## config.mk

```make
export PLATFORM = sky130hd
export DESIGN_NAME = tern_balance_enc
export DESIGN_NICKNAME = d
export VERILOG_FILES = /design/src/rtl/tern_pkg.sv /design/src/rtl/tern_repeat_map.sv /design/src/rtl/tern_cand_eval.sv /design/src/rtl/tern_mask_search.sv /design/src/rtl/tern_sym_serializer.sv /design/src/rtl/tern_balance_enc.sv
export SDC_FILE = /design/constraint.sdc
export NUM_CORES = 1
export LEC_CHECK = 0
export BUFFER_PORTS_ARGS = -buffer_cell sky130_fd_sc_hd__buf_2
export CAP_MARGIN = 25
export CORE_MARGIN = 8
export CORE_UTILIZATION = 36
export CTS_CLUSTER_DIAMETER = 40
export DETAILED_ROUTE_END_ITERATION = 8
export PLACE_DENSITY = 0.6
export SLEW_MARGIN = 20
export SYNTH_ARGS = -nofsm -noshare
export SYNTH_HDL_FRONTEND = slang
export SYNTH_SLANG_ARGS = --single-unit
export TNS_END_PERCENT = 50
```

## constraint.sdc

```tcl
create_clock -name clk -period 14.5 [get_ports clk]
set_input_delay 2.9 -clock clk [delete_from_list [all_inputs] [get_ports clk]]
set_output_delay 2.9 -clock clk [all_outputs]
set_load 0.01 [all_outputs]
```

## src/rtl/tern_pkg.sv

```systemverilog
// Shared constants and group-to-symbol functions of the ternary word encoder.
// Assumes 3-bit groups; the symbol table and weights are fixed by the line code.
package tern_pkg;
    localparam int GRP_W = 3;
    localparam logic [1:0] T_Z = 2'b00;
    localparam logic [1:0] T_P = 2'b10;
    localparam logic [1:0] T_N = 2'b01;

    // Map one 3-bit group to its two-trit symbol, first trit in the upper pair.
    function automatic logic [3:0] grp_symbol(input logic [GRP_W-1:0] g);
        case (g)
            3'b000:  return {T_N, T_Z};
            3'b001:  return {T_Z, T_N};
            3'b010:  return {T_P, T_P};
            3'b011:  return {T_N, T_N};
            3'b100:  return {T_P, T_Z};
            3'b101:  return {T_Z, T_P};
            3'b110:  return {T_N, T_P};
            default: return {T_P, T_N};
        endcase
    endfunction

    // Net line level of one group's symbol.
    function automatic logic signed [2:0] grp_weight(input logic [GRP_W-1:0] g);
        case (g)
            3'b000, 3'b001: return -3'sd1;
            3'b010:         return 3'sd2;
            3'b011:         return -3'sd2;
            3'b100, 3'b101: return 3'sd1;
            default:        return 3'sd0;
        endcase
    endfunction
endpackage

```

## src/rtl/tern_repeat_map.sv

```systemverilog
// Marks which groups of a word go out as the quiet (repeat) symbol.
// Assumes the word arrives already padded-free; pads one zero bit below the LSB.
// Masking does not change group equality, so one map serves all eight masks.
module tern_repeat_map import tern_pkg::*; #(
    parameter int N_GROUPS  = 7,
    parameter int RUN_LIMIT = 2
) (
    input  logic [N_GROUPS*GRP_W-2:0] word_i,
    output logic [N_GROUPS-1:0]       rep_o
);
    localparam int RUN_W = $clog2(RUN_LIMIT + 2);

    logic [N_GROUPS*GRP_W-1:0] pad;
    logic [GRP_W-1:0]          grp [N_GROUPS];
    logic [RUN_W-1:0]          run;

    assign pad = {word_i, 1'b0};

    for (genvar i = 0; i < N_GROUPS; i++) begin : g_split
        assign grp[i] = pad[(N_GROUPS-1-i)*GRP_W +: GRP_W];
    end

    // Walk the groups in send order, substituting matches up to the run limit.
    always_comb begin
        rep_o = '0;
        run   = '0;
        for (int i = 1; i < N_GROUPS; i++) begin
            if (grp[i] == grp[i-1] && run < RUN_W'(RUN_LIMIT)) begin
                rep_o[i] = 1'b1;
                run      = run + 1'b1;
            end else begin
                run = '0;
            end
        end
    end
endmodule

```

## src/rtl/tern_cand_eval.sv

```systemverilog
// Computes the disparity total of one mask candidate and its magnitude.
// Assumes RD_W is wide enough that 2*N_GROUPS fits beside the carried disparity.
module tern_cand_eval import tern_pkg::*; #(
    parameter int N_GROUPS = 7,
    parameter int RD_W     = 6,
    localparam int TOT_W   = RD_W + 1
) (
    input  logic [N_GROUPS*GRP_W-2:0] word_i,
    input  logic [GRP_W-1:0]          mask_i,
    input  logic [N_GROUPS-1:0]       rep_i,
    input  logic signed [RD_W-1:0]    rd_i,
    output logic signed [TOT_W-1:0]   total_o,
    output logic [TOT_W-1:0]          mag_o
);
    logic [N_GROUPS*GRP_W-1:0] pad;
    logic signed [TOT_W-1:0]   wt [N_GROUPS];

    assign pad = {word_i, 1'b0};

    for (genvar i = 0; i < N_GROUPS; i++) begin : g_wt
        assign wt[i] = rep_i[i] ? '0
                     : TOT_W'(grp_weight(pad[(N_GROUPS-1-i)*GRP_W +: GRP_W] ^ mask_i));
    end

    // Add the carried disparity to every group weight.
    always_comb begin
        total_o = TOT_W'(rd_i);
        for (int i = 0; i < N_GROUPS; i++) total_o = total_o + wt[i];
    end

    // Absolute value used for candidate ranking.
    assign mag_o = total_o[TOT_W-1] ? $unsigned(-total_o) : $unsigned(total_o);
endmodule

```

## src/rtl/tern_mask_search.sv

```systemverilog
// Accepts a word, tries the eight masks over eight cycles, keeps the best one
// and updates the running disparity. Holds the result until the serializer takes it.
module tern_mask_search import tern_pkg::*; #(
    parameter int N_GROUPS  = 7,
    parameter int RUN_LIMIT = 2,
    parameter int RD_W      = 6,
    localparam int WORD_W   = N_GROUPS*GRP_W - 1,
    localparam int TOT_W    = RD_W + 1
) (
    input  logic                clk,
    input  logic                rst_n,
    input  logic                in_valid_i,
    input  logic [WORD_W-1:0]   in_data_i,
    output logic                in_ready_o,
    output logic                res_valid_o,
    input  logic                res_take_i,
    output logic [WORD_W-1:0]   res_word_o,
    output logic [GRP_W-1:0]    res_mask_o,
    output logic [N_GROUPS-1:0] res_rep_o
);
    localparam logic signed [TOT_W-1:0] RD_HI = TOT_W'(2**(RD_W-1) - 1);
    localparam logic signed [TOT_W-1:0] RD_LO = -RD_HI;

    logic                    busy, done, accept;
    logic [GRP_W-1:0]        cnt, best_mask;
    logic [WORD_W-1:0]       word_q;
    logic signed [RD_W-1:0]  rd_q;
    logic signed [TOT_W-1:0] cand_tot, best_tot, win_tot;
    logic [TOT_W-1:0]        cand_mag, best_mag;
    logic                    cand_better;

    tern_repeat_map #(.N_GROUPS(N_GROUPS), .RUN_LIMIT(RUN_LIMIT)) rep_i (
        .word_i(word_q), .rep_o(res_rep_o));

    tern_cand_eval #(.N_GROUPS(N_GROUPS), .RD_W(RD_W)) eval_i (
        .word_i(word_q), .mask_i(cnt), .rep_i(res_rep_o), .rd_i(rd_q),
        .total_o(cand_tot), .mag_o(cand_mag));

    assign in_ready_o  = !busy && (!done || res_take_i);
    assign accept      = in_valid_i && in_ready_o;
    assign res_valid_o = done;
    assign res_word_o  = word_q;
    assign res_mask_o  = best_mask;
    assign cand_better = (cnt == '0) || (cand_mag < best_mag);
    assign win_tot     = cand_better ? cand_tot : best_tot;

    // Sequence the search, track the strict best, and carry the disparity.
    always_ff @(posedge clk) begin
        if (!rst_n) begin
            busy <= 1'b0; done <= 1'b0; cnt <= '0; word_q <= '0;
            best_mask <= '0; best_mag <= '0; best_tot <= '0; rd_q <= '0;
        end else begin
            if (done && res_take_i) done <= 1'b0;
            if (accept) begin
                word_q <= in_data_i;
                busy   <= 1'b1;
                cnt    <= '0;
            end else if (busy) begin
                cnt <= cnt + 1'b1;
                if (cand_better) begin
                    best_mask <= cnt;
                    best_mag  <= cand_mag;
                    best_tot  <= cand_tot;
                end
                if (cnt == '1) begin
                    busy <= 1'b0;
                    done <= 1'b1;
                    rd_q <= (win_tot > RD_HI) ? RD_W'(RD_HI)
                          : (win_tot < RD_LO) ? RD_W'(RD_LO) : RD_W'(win_tot);
                end
            end
        end
    end


    ready_drop_chk: assert property (@(posedge clk) disable iff (!rst_n)
        (in_valid_i && in_ready_o) |=> !in_ready_o);


    search_ends_chk: assert property (@(posedge clk) disable iff (!rst_n)
        $fell(busy) |-> done);


    best_shrinks_chk: assert property (@(posedge clk) disable iff (!rst_n)
        (busy && cnt != '0) |=> best_mag <= $past(best_mag));
endmodule

```

## src/rtl/tern_sym_serializer.sv

```systemverilog
// Sends one word as N_GROUPS+1 symbols: the mask first, then the masked groups,
// with flagged groups replaced by the quiet symbol. Loads the next word on its last symbol.
module tern_sym_serializer import tern_pkg::*; #(
    parameter int N_GROUPS  = 7,
    parameter int RUN_LIMIT = 2,
    localparam int WORD_W   = N_GROUPS*GRP_W - 1,
    localparam int IDX_W    = $clog2(N_GROUPS + 1),
    localparam int RUN_W    = $clog2(RUN_LIMIT + 2)
) (
    input  logic                clk,
    input  logic                rst_n,
    input  logic                res_valid_i,
    output logic                res_take_o,
    input  logic [WORD_W-1:0]   res_word_i,
    input  logic [GRP_W-1:0]    res_mask_i,
    input  logic [N_GROUPS-1:0] res_rep_i,
    output logic                sym_valid_o,
    output logic                sym_first_o,
    output logic [3:0]          sym_o
);
    localparam logic [IDX_W-1:0] LAST = IDX_W'(N_GROUPS);

    logic                     active, load;
    logic [IDX_W-1:0]         idx, grp_idx;
    logic [WORD_W-1:0]        word_r;
    logic [GRP_W-1:0]         mask_r;
    logic [N_GROUPS-1:0]      rep_r;
    logic [N_GROUPS*GRP_W-1:0] pad;
    logic [GRP_W-1:0]         grp [N_GROUPS];
    logic [RUN_W-1:0]         quiet_run;

    assign pad = {word_r, 1'b0};

    for (genvar i = 0; i < N_GROUPS; i++) begin : g_split
        assign grp[i] = pad[(N_GROUPS-1-i)*GRP_W +: GRP_W];
    end

    assign res_take_o = !active || (idx == LAST);
    assign load       = res_valid_i && res_take_o;
    assign grp_idx    = idx - 1'b1;

    // Step through the symbols of the held word, reloading at the end.
    always_ff @(posedge clk) begin
        if (!rst_n) begin
            active <= 1'b0; idx <= '0; word_r <= '0; mask_r <= '0; rep_r <= '0;
        end else if (load) begin
            active <= 1'b1; idx <= '0;
            word_r <= res_word_i; mask_r <= res_mask_i; rep_r <= res_rep_i;
        end else if (active) begin
            if (idx == LAST) active <= 1'b0;
            else             idx    <= idx + 1'b1;
        end
    end

    // Pick the mask symbol, a masked group, or the quiet symbol.
    always_comb begin
        if (idx == '0)            sym_o = grp_symbol(mask_r);
        else if (rep_r[grp_idx])  sym_o = 4'b0000;
        else                      sym_o = grp_symbol(grp[grp_idx] ^ mask_r);
    end

    assign sym_valid_o = active;
    assign sym_first_o = active && (idx == '0);

    // Count consecutive quiet symbols on the line for the run-limit check.
    always_ff @(posedge clk) begin
        if (!rst_n)           quiet_run <= '0;
        else if (sym_valid_o) quiet_run <= (sym_o == 4'b0000) ? quiet_run + 1'b1 : '0;
    end


    quiet_run_chk: assert property (@(posedge clk) disable iff (!rst_n)
        (sym_valid_o && sym_o == 4'b0000) |-> (quiet_run < RUN_W'(RUN_LIMIT)));


    mask_not_quiet_chk: assert property (@(posedge clk) disable iff (!rst_n)
        sym_first_o |-> (sym_o != 4'b0000));


    trit_code_chk: assert property (@(posedge clk) disable iff (!rst_n)
        sym_valid_o |-> (sym_o[3:2] != 2'b11 && sym_o[1:0] != 2'b11));
endmodule

```

## src/rtl/tern_balance_enc.sv

```systemverilog
// Top of the balanced ternary word encoder: mask search feeding a symbol serializer.
// Assumes a continuously ready line; symbols leave one per cycle while valid.
module tern_balance_enc import tern_pkg::*; #(
    parameter int N_GROUPS  = 7,
    parameter int RUN_LIMIT = 2,
    parameter int RD_W      = 6
) (
    input  logic                      clk,
    input  logic                      rst_n,
    input  logic                      word_valid_i,
    input  logic [N_GROUPS*GRP_W-2:0] word_data_i,
    output logic                      word_ready_o,
    output logic                      sym_valid_o,
    output logic                      sym_first_o,
    output logic [3:0]                sym_o
);
    localparam int WORD_W = N_GROUPS*GRP_W - 1;

    logic                res_valid, res_take;
    logic [WORD_W-1:0]   res_word;
    logic [GRP_W-1:0]    res_mask;
    logic [N_GROUPS-1:0] res_rep;

    tern_mask_search #(.N_GROUPS(N_GROUPS), .RUN_LIMIT(RUN_LIMIT), .RD_W(RD_W)) search_i (
        .clk(clk), .rst_n(rst_n),
        .in_valid_i(word_valid_i), .in_data_i(word_data_i), .in_ready_o(word_ready_o),
        .res_valid_o(res_valid), .res_take_i(res_take),
        .res_word_o(res_word), .res_mask_o(res_mask), .res_rep_o(res_rep));

    tern_sym_serializer #(.N_GROUPS(N_GROUPS), .RUN_LIMIT(RUN_LIMIT)) ser_i (
        .clk(clk), .rst_n(rst_n),
        .res_valid_i(res_valid), .res_take_o(res_take),
        .res_word_i(res_word), .res_mask_i(res_mask), .res_rep_i(res_rep),
        .sym_valid_o(sym_valid_o), .sym_first_o(sym_first_o), .sym_o(sym_o));


    reset_idle_chk: assert property (@(posedge clk)
        !rst_n |=> (!sym_valid_o && word_ready_o));
endmodule

```

After elaboration in Yosys (flattened, before gate mapping)
Cells that the tools add are included.
Widths: inputs -> output; s select.
{"block": "totals", "reg_bits": 81, "inputBits": 23, "word_cells": 198}
{"block": "op_classes", "addsub": 15, "n_lt_le_gt_ge": 10, "n_eq_ne": 55, "mux": 47, "n_bitwise": 12, "reduce_logical": 46}
{"operator": "$pmux 3 s4", "count": 7}
{"operator": "$eq 3x3->1 const B", "count": 22}
{"operator": "$mux 7", "count": 8}
{"operator": "$pmux 4 s7", "count": 2}
{"operator": "$eq 3x2->1 const B", "count": 18}
{"operator": "$add 7x7->7", "count": 6}
{"operator": "$logic_not 3->1", "count": 11}
{"operator": "$reduce_or 2->1", "count": 16}
{"operator": "$eq 3x1->1 const B", "count": 9}
{"operator": "$xor 3x3->3", "count": 8}
{"operator": "$eq 3x3->1", "count": 6}
{"operator": "$mux 1", "count": 18}
{"operator": "$mux 6", "count": 2}
{"operator": "$lt 2x2->1 const B", "count": 5}
{"operator": "$bmux 3 s3", "count": 1}
{"operator": "$logic_and 1x1->1", "count": 9}
{"operator": "$add 2x1->2 const B", "count": 4}
{"operator": "$mux 2", "count": 4}
{"operator": "$mux 4", "count": 2}
{"operator": "$add 6x3->7", "count": 1}
{"operator": "$gt 7x6->1 const B", "count": 1}
{"operator": "$lt 7x6->1 const B", "count": 1}
{"operator": "$lt 7x7->1", "count": 1}
{"operator": "$neg 7->7", "count": 1}
{"operator": "12 further kinds", "count": 22}

Longest topological paths before layout
{"block": "logic_depth", "ltp_word": 27, "depth_mapped": 29}

Hierarchy
From an unflattened synthesis, not the netlist that was laid out.
{"block": "hier_totals", "cells_unflattened": 674, "area_unflattened_um2": 5769.3}
{"module": "tern_mask_search", "instances": 1, "cells_per_inst": 265, "area_per_inst_um2": 2289.7, "seq_area_each_um2": 960.9}
{"module": "tern_sym_serializer", "instances": 1, "cells_per_inst": 230, "area_per_inst_um2": 1909.3, "seq_area_each_um2": 680.7}
{"module": "tern_cand_eval", "instances": 1, "cells_per_inst": 147, "area_per_inst_um2": 1335.0, "seq_area_each_um2": 0.0}
{"module": "tern_repeat_map", "instances": 1, "cells_per_inst": 32, "area_per_inst_um2": 235.2, "seq_area_each_um2": 0.0}

Least setup slack after synthesis
Ideal clock, no wire load.
{"block": "synth_path", "path_kind": "reg-to-reg", "start": "register search_i.word_q[16], in the netlist search_i.res_word_o[16]", "end": "register search_i.rd_q[2]", "t_arrival_ps": 7274, "path_slack_ps": 7139, "path_stages_with_launch": 29, "period_less_slack_ps": 7361, "cell_sequence": "dfxtp_1 > clkbuf_1 > xnor2_1 > nand3_1 > o21a_1 > o31ai_1 > o211ai_1 > fa_1 > inv_1 > fa_1 > inv_1 > fa_1 > fa_1 > inv_1 > ha_1 > fa_1 > a21o_1 > a21oi_1 > xnor2_1 > clkbuf_1 > or3_1 > and2_1 > ha_1 > nand4_1 > o311a_1 > or2_1 > clkbuf_1 > o311a_1 > a221oi_2"}
{"block": "synth_between", "elab_chain_cells": 27, "elab_cells_between_ends": 58}
{"element": "start, declared", "line": "tern_mask_search.sv:26", "text": "logic [WORD_W-1:0] word_q;"}
{"element": "start signal, assigned", "line": "tern_mask_search.sv:55", "text": "word_q <= in_data_i;"}
{"element": "branches (longest 18 deep; another with $add 7x7->7)"}
{"element": "$add 7x7->7 (*)", "line": "tern_cand_eval.sv:28", "text": "for (int i = 0; i < N_GROUPS; i++) total_o = total_o + wt[i];"}
{"element": "$neg 7->7", "line": "tern_cand_eval.sv:32", "text": "assign mag_o = total_o[TOT_W-1] ? $unsigned(-total_o) : $unsigned(total_o);"}
{"element": "$mux 7 (*)", "line": "tern_cand_eval.sv:32"}
{"element": "named net search_i.cand_mag[4]", "line": "tern_mask_search.sv:29", "text": "logic [TOT_W-1:0] cand_mag, best_mag;"}
{"element": "$lt 7x7->1 (*)", "line": "tern_mask_search.sv:44", "text": "assign cand_better = (cnt == '0) || (cand_mag < best_mag);"}
{"element": "$logic_or 1x1->1 (*)", "line": "tern_mask_search.sv:44"}
{"element": "$mux 7 (*)", "line": "tern_mask_search.sv:45", "text": "assign win_tot = cand_better ? cand_tot : best_tot;"}
{"element": "$lt 7x6->1", "line": "tern_mask_search.sv:69", "text": ": (win_tot < RD_LO) ? RD_W'(RD_LO) : RD_W'(win_tot);"}
{"element": "$mux 6", "line": "tern_mask_search.sv:69"}
{"element": "$mux 6 (*)", "line": "tern_mask_search.sv:68", "text": "rd_q <= (win_tot > RD_HI) ? RD_W'(RD_HI)"}
{"element": "end signal, assigned", "line": "tern_mask_search.sv:68"}
{"element": "end, declared", "line": "tern_mask_search.sv:27", "text": "logic signed [RD_W-1:0] rd_q;"}
Mark *: on every way through the listed nets, which the timed path passes.
A chain may end at the register's enable or synchronous reset.

Worst setup path in the final report
{"block": "layout_path", "start": "register search_i.word_q[17], in the netlist search_i.res_word_o[17]", "end": "register search_i.best_mag[1]"}
{"block": "layout_between", "elab_chain_cells": 24, "elab_cells_between_ends": 54}
{"element": "branches (longest 18 deep; another with $add 6x3->7)"}
{"element": "$add 7x7->7 (*)", "line": "tern_cand_eval.sv:28"}
{"element": "$neg 7->7", "line": "tern_cand_eval.sv:32"}
{"element": "$mux 7 (*)", "line": "tern_cand_eval.sv:32"}
{"element": "named net search_i.cand_mag[4]", "line": "tern_mask_search.sv:29"}
{"element": "$lt 7x7->1 (*)", "line": "tern_mask_search.sv:44"}
{"element": "$logic_or 1x1->1 (*)", "line": "tern_mask_search.sv:44"}
{"element": "$reduce_and 3->1 (no source line) (*)"}
{"element": "end signal, assigned", "line": "tern_mask_search.sv:62", "text": "best_mag <= cand_mag;"}
{"element": "end, declared", "line": "tern_mask_search.sv:29"}
Marked as above.

==> flow_metrics.env <==
export IMPL_area_growth_pct=11.4
export IMPL_cts_sinks=81
export IMPL_fin_setup_tns_ns=0
export IMPL_root_buffer="clkbuf_16"
export IMPL_yosys_cell_types_count=51
export IMPL_cts_tree="yes"
export IMPL_ys_seq_elements=81
export IMPL_clk_latency_ns=0.34
export IMPL_synth_yosys_seq_area_share=0.325
export IMPL_h_tree_depth=3
export IMPL_grt_pass1_vias=3746
export IMPL_worst_setup_path_end_kind="flip-flop"
export IMPL_antenna_found_initial=0
export IMPL_timing_final_ws_setup_ns=6.64
export IMPL_fillers=1344
export IMPL_die_y_microns=134
export IMPL_wl_per_cell_microns=14.9
export IMPL_cp_required_ns=14.76
export IMPL_hold_class="flip-flop to flip-flop"
export IMPL_fp_coreArea_sq_mm=0.0137
export IMPL_dr_pass1_iters=4
export IMPL_synth_largest_area_cell="dfxtp_1"
export IMPL_via_count=3784
export IMPL_drc=0
export IMPL_synth_common_cells="92 x nand2_1, 81 x dfxtp_1, 51 x a21oi_1, 50 x inv_1, 38 x xnor2_1"
export IMPL_fin_util=0.405
export IMPL_cts_buffers_inserted=9
export IMPL_multi_input_area_sq_mm=0.00302
export IMPL_seq_area_sq_mm=0.00162
export IMPL_critPathMaxFanout=12
export IMPL_drv_slew=0
export IMPL_synth_area_leaders="dfxtp_1 32%, fa_1 10%, nand2_1 6.9%"
export IMPL_yosysWarnings=0
export IMPL_cts_setup_buffers=0
export IMPL_top_usage_layer="met2"
export IMPL_synth_most_common_cell="nand2_1"
export IMPL_clkTransAtPathRegs_ns=0.06
export IMPL_grt_met3_usage=0.0297
export IMPL_viasPerCell=4.99
export IMPL_drt_iter0_drc=215
export IMPL_start_kind="flip-flop"
export IMPL_die_width_microns=134
export IMPL_synth_edf_count=0
export IMPL_cts_buffer_depth=2
export IMPL_final_nets=643
export IMPL_finClkSkew_ns=0.00850
export IMPL_yosysTopAreaCellShare=0.325
export IMPL_die_area_sq_mm=0.0179
export IMPL_status="complete, no violations"
export IMPL_grt_overflow_total=0
export IMPL_slew_headroom=0.388
export IMPL_cts_resized=0
export IMPL_syn_inst=570
export IMPL_cp_arrival_ns=8.12
export IMPL_min_period_over_period=0.542
export IMPL_wl_mm=11.3
export IMPL_post_place_ws_ns=6.64
export IMPL_grt_pass1_wl_mm=19.4
export IMPL_drive_gt1_frac=0.111
export IMPL_ant_nets=0
export IMPL_pin_count=30
export IMPL_fp_row_count=43
export IMPL_antenna_cells=0
export IMPL_yosys_most_used_dff="dfxtp_1"
export IMPL_cts_hold_fix_buffers=0
export IMPL_async_reset_ff_frac=0
export IMPL_drv_cap=0
export IMPL_path_class="flip-flop to flip-flop"
export IMPL_numPortBuffers=29
export IMPL_rsz0062_at_grt="false"
export IMPL_fin_crit_ns=7.86
export IMPL_met1_usage=0.177
export IMPL_initial_utilization=0.364
export IMPL_final_setup_viol_count=0
export IMPL_final_hold_violation_count=0
export IMPL_r2r_setup_slack_ns=6.64
export IMPL_syn_nets=639
export IMPL_syn_area_per_cell_sq_um=8.76
export IMPL_grt_max_degree=41
export IMPL_grt_usage=0.134
export IMPL_max_clock_freq_mhz=127
export IMPL_dp_hpwl_mm=8.78
export IMPL_worst_pin_slew_ns=0.912
export IMPL_grt_use_met2=0.209
export IMPL_mappedNetlistArea_sq_mm=0.00499
export IMPL_gp_congestion=0.871
-- per-stage QoR --
stage	hold WS [ns]	cells	cell area (sq um)
2_1_floorplan	0.419	570	4990
3_3_place_gp	0.440	742	5220
3_5_place_dp	0.450	743	5230
4_1_cts	0.461	759	5560
5_1_grt	0.483	759	5560
6_report	0.459	759	5560
-- layout make-up --
cell class,count,area share
inverters,50,0.0337
well taps,180,0.0405
repair buffers,33,0.0322
flip-flops and latches,81,0.292
clock inverters,7,0.0191
multi-input cells,399,0.542
clock buffers,9,0.0405
-- flip-flops by register name, indices dropped and copies added, names as in the netlist --
| name | count |
|---|---|
| search_i.best_mag | 7 |
| ser_i.word_r | 20 |
| search_i.res_word_o | 20 |
| search_i.best_tot | 7 |
| ser_i.sym_valid_o | 1 |
| search_i.busy | 1 |
| search_i.res_valid_o | 1 |
| ser_i.mask_r | 3 |
| search_i.res_mask_o | 3 |
| search_i.rd_q | 6 |
| ser_i.rep_r | 6 |
| ser_i.idx | 3 |
| search_i.cnt | 3 |
-- worst paths after layout --
check / from / end / depth (start not counted)
max: search_i.res_word_o[17] / search_i.best_mag[1] / 26
min: search_i.best_mag[4] / search_i.best_mag[4] / 2
min reg2reg: search_i.best_mag[4] / search_i.best_mag[4] / 2
max reg2reg: search_i.res_word_o[17] / search_i.best_mag[1] / 26
-- critical path: stages, from the launching register on --
cell and delay, ns:
dfxtp_1 0.49, xnor2_1 0.18, nand3_1 0.19, o21a_1 0.25, o31ai_1 0.41, o211ai_1 0.20
fa_1 0.63, inv_1 0.07, fa_1 0.47, inv_1 0.05, fa_1 0.50, fa_1 0.55
inv_1 0.04, ha_1 0.22, fa_1 0.40, a21o_1 0.17, a21oi_1 0.16, xnor2_1 0.29
or3_1 0.47, and2_1 0.17, ha_1 0.29, nand4_1 0.08, o311a_1 0.43, o21ai_1 0.60
buf_6 0.23, nor2_1 0.05, a211oi_1 0.19
-- routing by layer --
layer  vias to the layer above  share of wire
met2                        67           0.46
met5                         -              0
met3                        11          0.040
met4                         0          0.016
li1                       1910              -
met1                      1796           0.48
-- kinds of logic after synthesis --
family,Yosys count,synth area share
xor+xnor,55,0.103
fa+ha+maj,46,0.153
buf+inv,90,0.0717
simple gates,148,0.128
compound gates,132,0.175
flops,81,0.325
mux,18,0.0446
-- layout by cell type, fill, tap and decap left out, types with 5 or more instances in the layout --
master     count
a211oi_1       6
a21oi_1       50
a22o_1        23
buf_2         29
clkbuf_16      9
dfxtp_1       81
fa_1          25
ha_1          21
inv_1         50
mux2i_1       11
nand2_1       92
nand2b_1       5
nand3_1        7
nor2_1        20
nor3_1         6
o21ai_0       19
xnor2_1       38
xor2_1        14
Power is not shown: default switching activity piles up to over one toggle a cycle in this logic, so the estimate is an artifact.
